File: src/rtl/rxstat_pkg.sv
package rxstat_pkg;

    localparam int DATA_W = 8;

    typedef struct packed {
        logic              brk;
        logic              fe;
        logic              pe;
        logic [DATA_W-1:0] data;
    } rx_entry_t;

    localparam int ENTRY_W = $bits(rx_entry_t);

    typedef enum logic [1:0] {
        ST_ARMED       = 2'd0,
        ST_IN_BREAK    = 2'd1,
        ST_AWAIT_START = 2'd2
    } brk_state_t;

    localparam int BIT_DR   = 0;
    localparam int BIT_OE   = 1;
    localparam int BIT_PE   = 2;
    localparam int BIT_FE   = 3;
    localparam int BIT_BI   = 4;
    localparam int BIT_THRE = 5;
    localparam int BIT_TEMT = 6;
    localparam int BIT_FERR = 7;

endpackage

File: src/rtl/rxstat_fifo.sv
module rxstat_fifo #(
    parameter int DEPTH = 16,
    parameter int WIDTH = 11,
    localparam int PTR_W = $clog2(DEPTH),
    localparam int LVL_W = PTR_W + 1
) (
    input  logic             clk,
    input  logic             rst_n,
    input  logic             push,
    input  logic [WIDTH-1:0] wdata,
    input  logic             pop,
    output logic [WIDTH-1:0] head,
    output logic             full,
    output logic             empty,
    output logic [LVL_W-1:0] level
);

    logic [PTR_W-1:0] wr_ptr;
    logic [PTR_W-1:0] rd_ptr;
    logic [WIDTH-1:0] slots [DEPTH];

    // push and pop are already qualified by full/empty in the parent
    generate
        for (genvar g = 0; g < DEPTH; g++) begin : g_slot
            always_ff @(posedge clk) begin
                if (!rst_n) begin
                    slots[g] <= '0;
                end else if (push && (wr_ptr == PTR_W'(g))) begin
                    slots[g] <= wdata;
                end
            end
        end
    endgenerate

    always_ff @(posedge clk) begin
        if (!rst_n) begin
            wr_ptr <= '0;
            rd_ptr <= '0;
            level  <= '0;
        end else begin
            if (push) begin
                wr_ptr <= wr_ptr + 1'b1;
            end
            if (pop) begin
                rd_ptr <= rd_ptr + 1'b1;
            end
            unique case ({push, pop})
                2'b10:   level <= level + 1'b1;
                2'b01:   level <= level - 1'b1;
                default: level <= level;
            endcase
        end
    end

    assign head  = slots[rd_ptr];
    assign empty = (level == '0);
    assign full  = (level == LVL_W'(DEPTH));

endmodule

File: src/rtl/rxstat_break_fsm.sv
module rxstat_break_fsm
    import rxstat_pkg::*;
(
    input  logic       clk,
    input  logic       rst_n,
    input  logic       rx_valid,
    input  logic       line_break,
    input  logic       line_mark,
    input  logic       rx_start,
    output logic       want_brk,
    output logic       want_data,
    output brk_state_t state
);

    brk_state_t state_nxt;

    // state register
    always_ff @(posedge clk) begin
        if (!rst_n) begin
            state <= ST_ARMED;
        end else begin
            state <= state_nxt;
        end
    end

    // next state and outputs
    always_comb begin
        state_nxt = state;
        want_brk  = 1'b0;
        want_data = 1'b0;
        unique case (state)
            ST_ARMED: begin
                if (line_break) begin
                    want_brk  = 1'b1;
                    state_nxt = ST_IN_BREAK;
                end else begin
                    want_data = rx_valid;
                end
            end
            ST_IN_BREAK: begin
                if (line_mark) begin
                    state_nxt = ST_AWAIT_START;
                end
            end
            ST_AWAIT_START: begin
                if (rx_start) begin
                    state_nxt = ST_ARMED;
                end
            end
            default: begin
                state_nxt = ST_ARMED;
            end
        endcase
    end

endmodule

File: src/rtl/rxstat_lsr.sv
module rxstat_lsr
    import rxstat_pkg::*;
#(
    parameter int DEPTH = 16,
    localparam int CNT_W = $clog2(DEPTH) + 1
) (
    input  logic       clk,
    input  logic       rst_n,
    input  logic       empty,
    input  logic       head_pe,
    input  logic       head_fe,
    input  logic       head_brk,
    input  logic       push_ok,
    input  logic       push_err,
    input  logic       push_data,
    input  logic       pop_ok,
    input  logic       pop_err,
    input  logic       overrun,
    input  logic       rd_lsr,
    input  logic       tx_fifo_empty,
    input  logic       tx_shift_empty,
    output logic [7:0] status
);

    logic [CNT_W-1:0] err_cnt;
    logic [CNT_W-1:0] err_cnt_nxt;
    logic             oe_q;
    logic             sum_q;
    logic             hide_bi;
    logic             thre_q;
    logic             temt_q;

    always_comb begin
        err_cnt_nxt = err_cnt;
        if (push_ok && push_err) begin
            err_cnt_nxt = err_cnt_nxt + 1'b1;
        end
        if (pop_err) begin
            err_cnt_nxt = err_cnt_nxt - 1'b1;
        end
    end

    always_ff @(posedge clk) begin
        if (!rst_n) begin
            err_cnt <= '0;
            oe_q    <= 1'b0;
            sum_q   <= 1'b0;
            hide_bi <= 1'b0;
            thre_q  <= 1'b0;
            temt_q  <= 1'b0;
        end else begin
            err_cnt <= err_cnt_nxt;
            thre_q  <= tx_fifo_empty;
            temt_q  <= tx_fifo_empty & tx_shift_empty;

            if (overrun) begin
                oe_q <= 1'b1;
            end else if (rd_lsr) begin
                oe_q <= 1'b0;
            end

            if (push_ok && push_err) begin
                sum_q <= 1'b1;
            end else if (rd_lsr && (err_cnt_nxt == '0)) begin
                sum_q <= 1'b0;
            end

            if (rd_lsr || push_data) begin
                hide_bi <= 1'b1;
            end else if (pop_ok) begin
                hide_bi <= 1'b0;
            end
        end
    end

    always_comb begin
        status           = '0;
        status[BIT_DR]   = !empty;
        status[BIT_OE]   = oe_q;
        status[BIT_PE]   = !empty && head_pe;
        status[BIT_FE]   = !empty && head_fe;
        status[BIT_BI]   = !empty && head_brk && !hide_bi;
        status[BIT_THRE] = thre_q;
        status[BIT_TEMT] = temt_q;
        status[BIT_FERR] = sum_q;
    end

endmodule

File: src/rtl/uart_rx_lsr.sv
module uart_rx_lsr
    import rxstat_pkg::*;
#(
    parameter int DEPTH = 16,
    localparam int LVL_W = $clog2(DEPTH) + 1
) (
    input  logic        clk,
    input  logic        rst_n,
    input  logic        rx_valid,
    input  logic [7:0]  rx_data,
    input  logic        rx_perr,
    input  logic        rx_ferr,
    input  logic        line_break,
    input  logic        line_mark,
    input  logic        rx_start,
    input  logic        tx_fifo_empty,
    input  logic        tx_shift_empty,
    input  logic        rd_rbr,
    input  logic        rd_lsr,
    output logic [7:0]  rbr_rdata,
    output logic [31:0] lsr_rdata
);

    brk_state_t       brk_state;
    logic             want_brk;
    logic             want_data;
    logic             push_try;
    logic             push_ok;
    logic             pop_ok;
    logic             full;
    logic             empty;
    logic [LVL_W-1:0] level;
    rx_entry_t        wentry;
    rx_entry_t        head;
    logic [7:0]       status;

    rxstat_break_fsm u_gate (
        .clk        (clk),
        .rst_n      (rst_n),
        .rx_valid   (rx_valid),
        .line_break (line_break),
        .line_mark  (line_mark),
        .rx_start   (rx_start),
        .want_brk   (want_brk),
        .want_data  (want_data),
        .state      (brk_state)
    );

    always_comb begin
        if (want_brk) begin
            wentry = '{brk: 1'b1, fe: 1'b0, pe: 1'b0, data: '0};
        end else begin
            wentry = '{brk: 1'b0, fe: rx_ferr, pe: rx_perr, data: rx_data};
        end
    end

    assign push_try = want_brk | want_data;
    assign push_ok  = push_try & ~full;
    assign pop_ok   = rd_rbr & ~empty;

    rxstat_fifo #(
        .DEPTH (DEPTH),
        .WIDTH (ENTRY_W)
    ) u_fifo (
        .clk   (clk),
        .rst_n (rst_n),
        .push  (push_ok),
        .wdata (wentry),
        .pop   (pop_ok),
        .head  (head),
        .full  (full),
        .empty (empty),
        .level (level)
    );

    rxstat_lsr #(
        .DEPTH (DEPTH)
    ) u_status (
        .clk            (clk),
        .rst_n          (rst_n),
        .empty          (empty),
        .head_pe        (head.pe),
        .head_fe        (head.fe),
        .head_brk       (head.brk),
        .push_ok        (push_ok),
        .push_err       (wentry.brk | wentry.fe | wentry.pe),
        .push_data      (push_ok & want_data),
        .pop_ok         (pop_ok),
        .pop_err        (pop_ok & (head.brk | head.fe | head.pe)),
        .overrun        (push_try & full),
        .rd_lsr         (rd_lsr),
        .tx_fifo_empty  (tx_fifo_empty),
        .tx_shift_empty (tx_shift_empty),
        .status         (status)
    );

    assign rbr_rdata = empty ? 8'h00 : head.data;
    assign lsr_rdata = {24'h0, status};

endmodule

File: config.mk
export PLATFORM = sky130hd
export DESIGN_NAME = uart_rx_lsr
export DESIGN_NICKNAME = d
export VERILOG_FILES = /design/src/rtl/rxstat_pkg.sv /design/src/rtl/rxstat_fifo.sv /design/src/rtl/rxstat_break_fsm.sv /design/src/rtl/rxstat_lsr.sv /design/src/rtl/uart_rx_lsr.sv
export SDC_FILE = /design/constraint.sdc
export NUM_CORES = 1
export LEC_CHECK = 0
export CAP_MARGIN = 10
export CELL_PAD_IN_SITES_DETAIL_PLACEMENT = 1
export CELL_PAD_IN_SITES_GLOBAL_PLACEMENT = 1
export CORE_MARGIN = 3
export CORE_UTILIZATION = 40
export CTS_BUF_LIST = sky130_fd_sc_hd__clkbuf_16
export DETAILED_ROUTE_END_ITERATION = 12
export PLACE_DENSITY = 0.77
export SYNTH_ARGS = -nofsm -noshare
export SYNTH_HDL_FRONTEND = slang
export SYNTH_SLANG_ARGS = --single-unit
File: constraint.sdc
create_clock -name clk -period 3.56 [get_ports clk]
set_input_delay 0.712 -clock clk [delete_from_list [all_inputs] [get_ports clk]]
set_output_delay 0.712 -clock clk [all_outputs]
set_load 0.02 [all_outputs]
==> reports/qor.yml <==
clock_network:
  cts_buffers: 22
  clockBufferDepth: 3
  clock-sinks: 205
  clock-root-buffer: "clkbuf_16"
  cts_tree: "done"
  htreeDepth: 1
  post-cts-setup-buffer-count: 0
  hold_buffers: 0
  clock_latency_ns: 0.51
  clk_pin_slew_ns: 0.06
route:
  vias_per_cell: 5.37
  drt_iter0_markers: 597
  vias: 5937
  wl_per_cell_microns: 22.1
  drcViolationCount: 0
  firstDrtPassIters: 5
  wl_mm: 24.5
  ant_nets: 0
setup_path:
  slowest_stage: "mux4_2"
  crit_path_end_kind: "output pin"
  worstPathArrival_ns: 2.76
  crit_chain: "buf_12 -> mux4_2 -> mux4_2 -> and2_1 -> dlygate4sd2_1"
  setup.worst_path.class: "flop to output pin"
  path_delay_family: "multiplexers"
  required_ns: 2.85
  critPathMostFrequentCell: "mux4_2"
  critPathMaxStageDelay_ns: 0.59
  start_kind: "flop"
  crit_fanout: 17
  crit_buf_inv: 2
timing:
  tns_ns: 0
  rsz0062_at_grt: "false"
  setup_violations: 0
  worstMarginPinSlew_ns: 0.749
  relSlewSlack: 0.499
  fin_crit_ns: 3.47
  maxSlewViolCount: 0
  fin_skew_ns: 0.00979
  fin_crit_sh: 0.974
  setup_ws_ns: 0.0911
  hold_viol: 0
  fmax_ghz: 0.288
grt:
  grtUsageMet3: 0.0203
  grt_pass1_wl_mm: 38.0
  grt_use_met2: 0.343
  busiest_layer: "met2"
  grt-ovfl-total: 0
  grt_max_degree: 45
  grtUsageMet1: 0.261
  antenna_found_initial: 0
  grt_usage: 0.194
  grt_pass1_vias: 6219
synthesis:
  synth_ff_type: "edfxtp_1"
  ys_warn_count: 0
  yosysSeqAreaShare: 0.623
  synth_seq_cells: 205
  synthArstFlopShare: 0
  ys_types: 44
  synth_edf_count: 176
  syn_inst: 732
  avgSynthCellArea_sq_um: 12.9
  syn_area_sq_mm: 0.00941
power:
  ir_worst_vdd_uv: 273
  seqPwrFrac: 0.424
  power.net_switching_mw: 2.11
  cellLeakagePower_nw: 3.98
  finalPower_mw: 6.89
  intPower_mw: 4.78
  combPwrFrac: 0.262
  p_sw_frac: 0.306
  p_clk_frac: 0.313
  power_density_mw_per_mm2: 634
finish:
  syn_to_final_growth_pct: 15.4
  finalNetCount: 810
  num_antenna_cells: 0
  layout-drive-gt1-share: 0.169
outcome:
  status: "completed"
place:
  gp_congestion: 0.817
  port_buffers: 35
  preCtsSetupSlack_ns: 0.0473
  hpwl_mm: 16.0
die:
  dieArea_sq_mm: 0.0254
  io_pins: 60
  die_h_microns: 159
  core.rowCount: 55
  fp.dieW_microns: 159
  start_util: 0.412
  core-area_sq_mm: 0.0228
job:
  cap_violations: 0
worst_hold_path:
  hold_class: "flop to flop"
## worst reg2reg max path, delay by kind of cell, from the launching register on
family	cells	cell delay, ns
adders and majority gates	2	0.49
buffers and inverters	4	0.40
xor gates and xnor gates	1	0.09
DFF	1	0.36
AOI/OAI and AO/OA	3	0.48
and+or+nand+nor	4	1.21
## metal layers
layer	vias to the layer above	wire, microns
met4	0	342
li1	2648	-
met5	-	0
met3	25	1110
met2	181	12600
met1	3083	10400
## power groups by stage
stage | registers, mW | clock network [mW] | logic, mW
2_1_floorplan | 2.91 | 0 | 1.23
3_3_place_gp | 2.95 | 0 | 1.78
3_5_place_dp | 2.96 | 0 | 1.82
4_1_cts | 2.92 | 2.18 | 1.83
5_1_grt | 2.94 | 2.29 | 1.96
6_report | 2.92 | 2.16 | 1.81
## registers in the layout, indices dropped and copies added, names as in the netlist, 2 cells and up, named ones only
register,count
u_fifo.rd_ptr,4
u_status.err_cnt,5
u_gate.state,2
u_fifo.slots,176
u_fifo.level,5
u_fifo.wr_ptr,4
## path summary, 6_finish.rpt
kind | endpoint | from | cells past startpoint | slack (ns)
hold / removal | u_status.oe_q | u_status.oe_q | 2 | 0.51
setup reg to reg | u_fifo.level[4] | u_fifo.level[0] | 14 | 0.47
setup / recovery | rbr_rdata[0] | flop | 5 | 0.09
hold reg to reg | u_status.oe_q | u_status.oe_q | 2 | 0.51
## per-stage QoR
stage,cells,instance area [sq um],utilization,hold slack [ns]
after floorplan,755,9500,-,0.458
after global placement,1066,10200,0.445,0.479
after detailed placement,1066,10200,0.445,0.505
after CTS,1106,10900,0.475,0.520
after global routing,1106,10900,0.475,0.554
final,1106,10900,0.475,0.511
## repair_timing
item / 4_1_cts / 5_1_grt
setup endpoints to repair: 9 / 2
resized for setup: 13 / 3
gates cloned: 1 / 0
## cell families after synthesis
| logic type | share of synthesized area |
|---|---|
| other | 0.000399 |
| adders and majority gates | 0.0168 |
| DFF | 0.623 |
| buffers and inverters | 0.0477 |
| muxes | 0.126 |
| and+or+nand+nor | 0.139 |
| AOI/OAI and AO/OA | 0.0330 |
| xor gates and xnor gates | 0.0140 |
## cells in the mapped netlist (2+ instances only)
| master | count | area, sq um |
|---|---|---|
| nor2_1 | 210 | 788 |
| edfxtp_1 | 176 | 5290 |
| mux4_2 | 52 | 1170 |
| nand2_1 | 48 | 180 |
| clkbuf_1 | 38 | 143 |
| buf_4 | 29 | 218 |
| dfxtp_1 | 29 | 581 |
| o21ai_0 | 20 | 100 |
| and2_1 | 14 | 87.6 |
| a21oi_1 | 11 | 55.1 |
| ha_1 | 11 | 138 |
| inv_1 | 10 | 37.5 |
| xor2_1 | 8 | 70.1 |
| and3_1 | 7 | 43.8 |
| buf_1 | 7 | 26.3 |
| nand3_1 | 7 | 35.0 |
| xnor2_1 | 7 | 61.3 |
| nor2b_1 | 5 | 31.3 |
| nand2b_1 | 4 | 25.0 |
| or3_1 | 4 | 25.0 |
| a211oi_1 | 3 | 22.5 |
| a22oi_1 | 3 | 22.5 |
| a31oi_1 | 3 | 18.8 |
| nand4_1 | 3 | 18.8 |
| a21o_1 | 2 | 15.0 |
| buf_2 | 2 | 10.0 |
| nor4b_1 | 2 | 17.5 |
## cells in the final DEF (no fill, tap or decap), types with 14 or more instances in the layout
cell type and instances:
buf_4 37, nor2_1 210, clkdlybuf4s50_1 25, nand2_1 48, inv_1 14, conb_1 24
clkbuf_16 22, o21ai_0 17, and2_1 14, edfxtp_1 176, dfxtp_1 27, mux4_2 52
## layout make-up
| class | instances | area, sq um |
|---|---|---|
| inverters | 11 | 41.3 |
| well taps | 313 | 392 |
| fillers | 2362 | 12000 |
| flip-flops and latches | 205 | 5870 |
| repair buffers | 76 | 706 |
| clock buffers | 22 | 551 |
| clock inverters | 17 | 118 |
| multi-input cells | 462 | 3180 |
No activity file was read; power rests on OpenSTA's default activity.
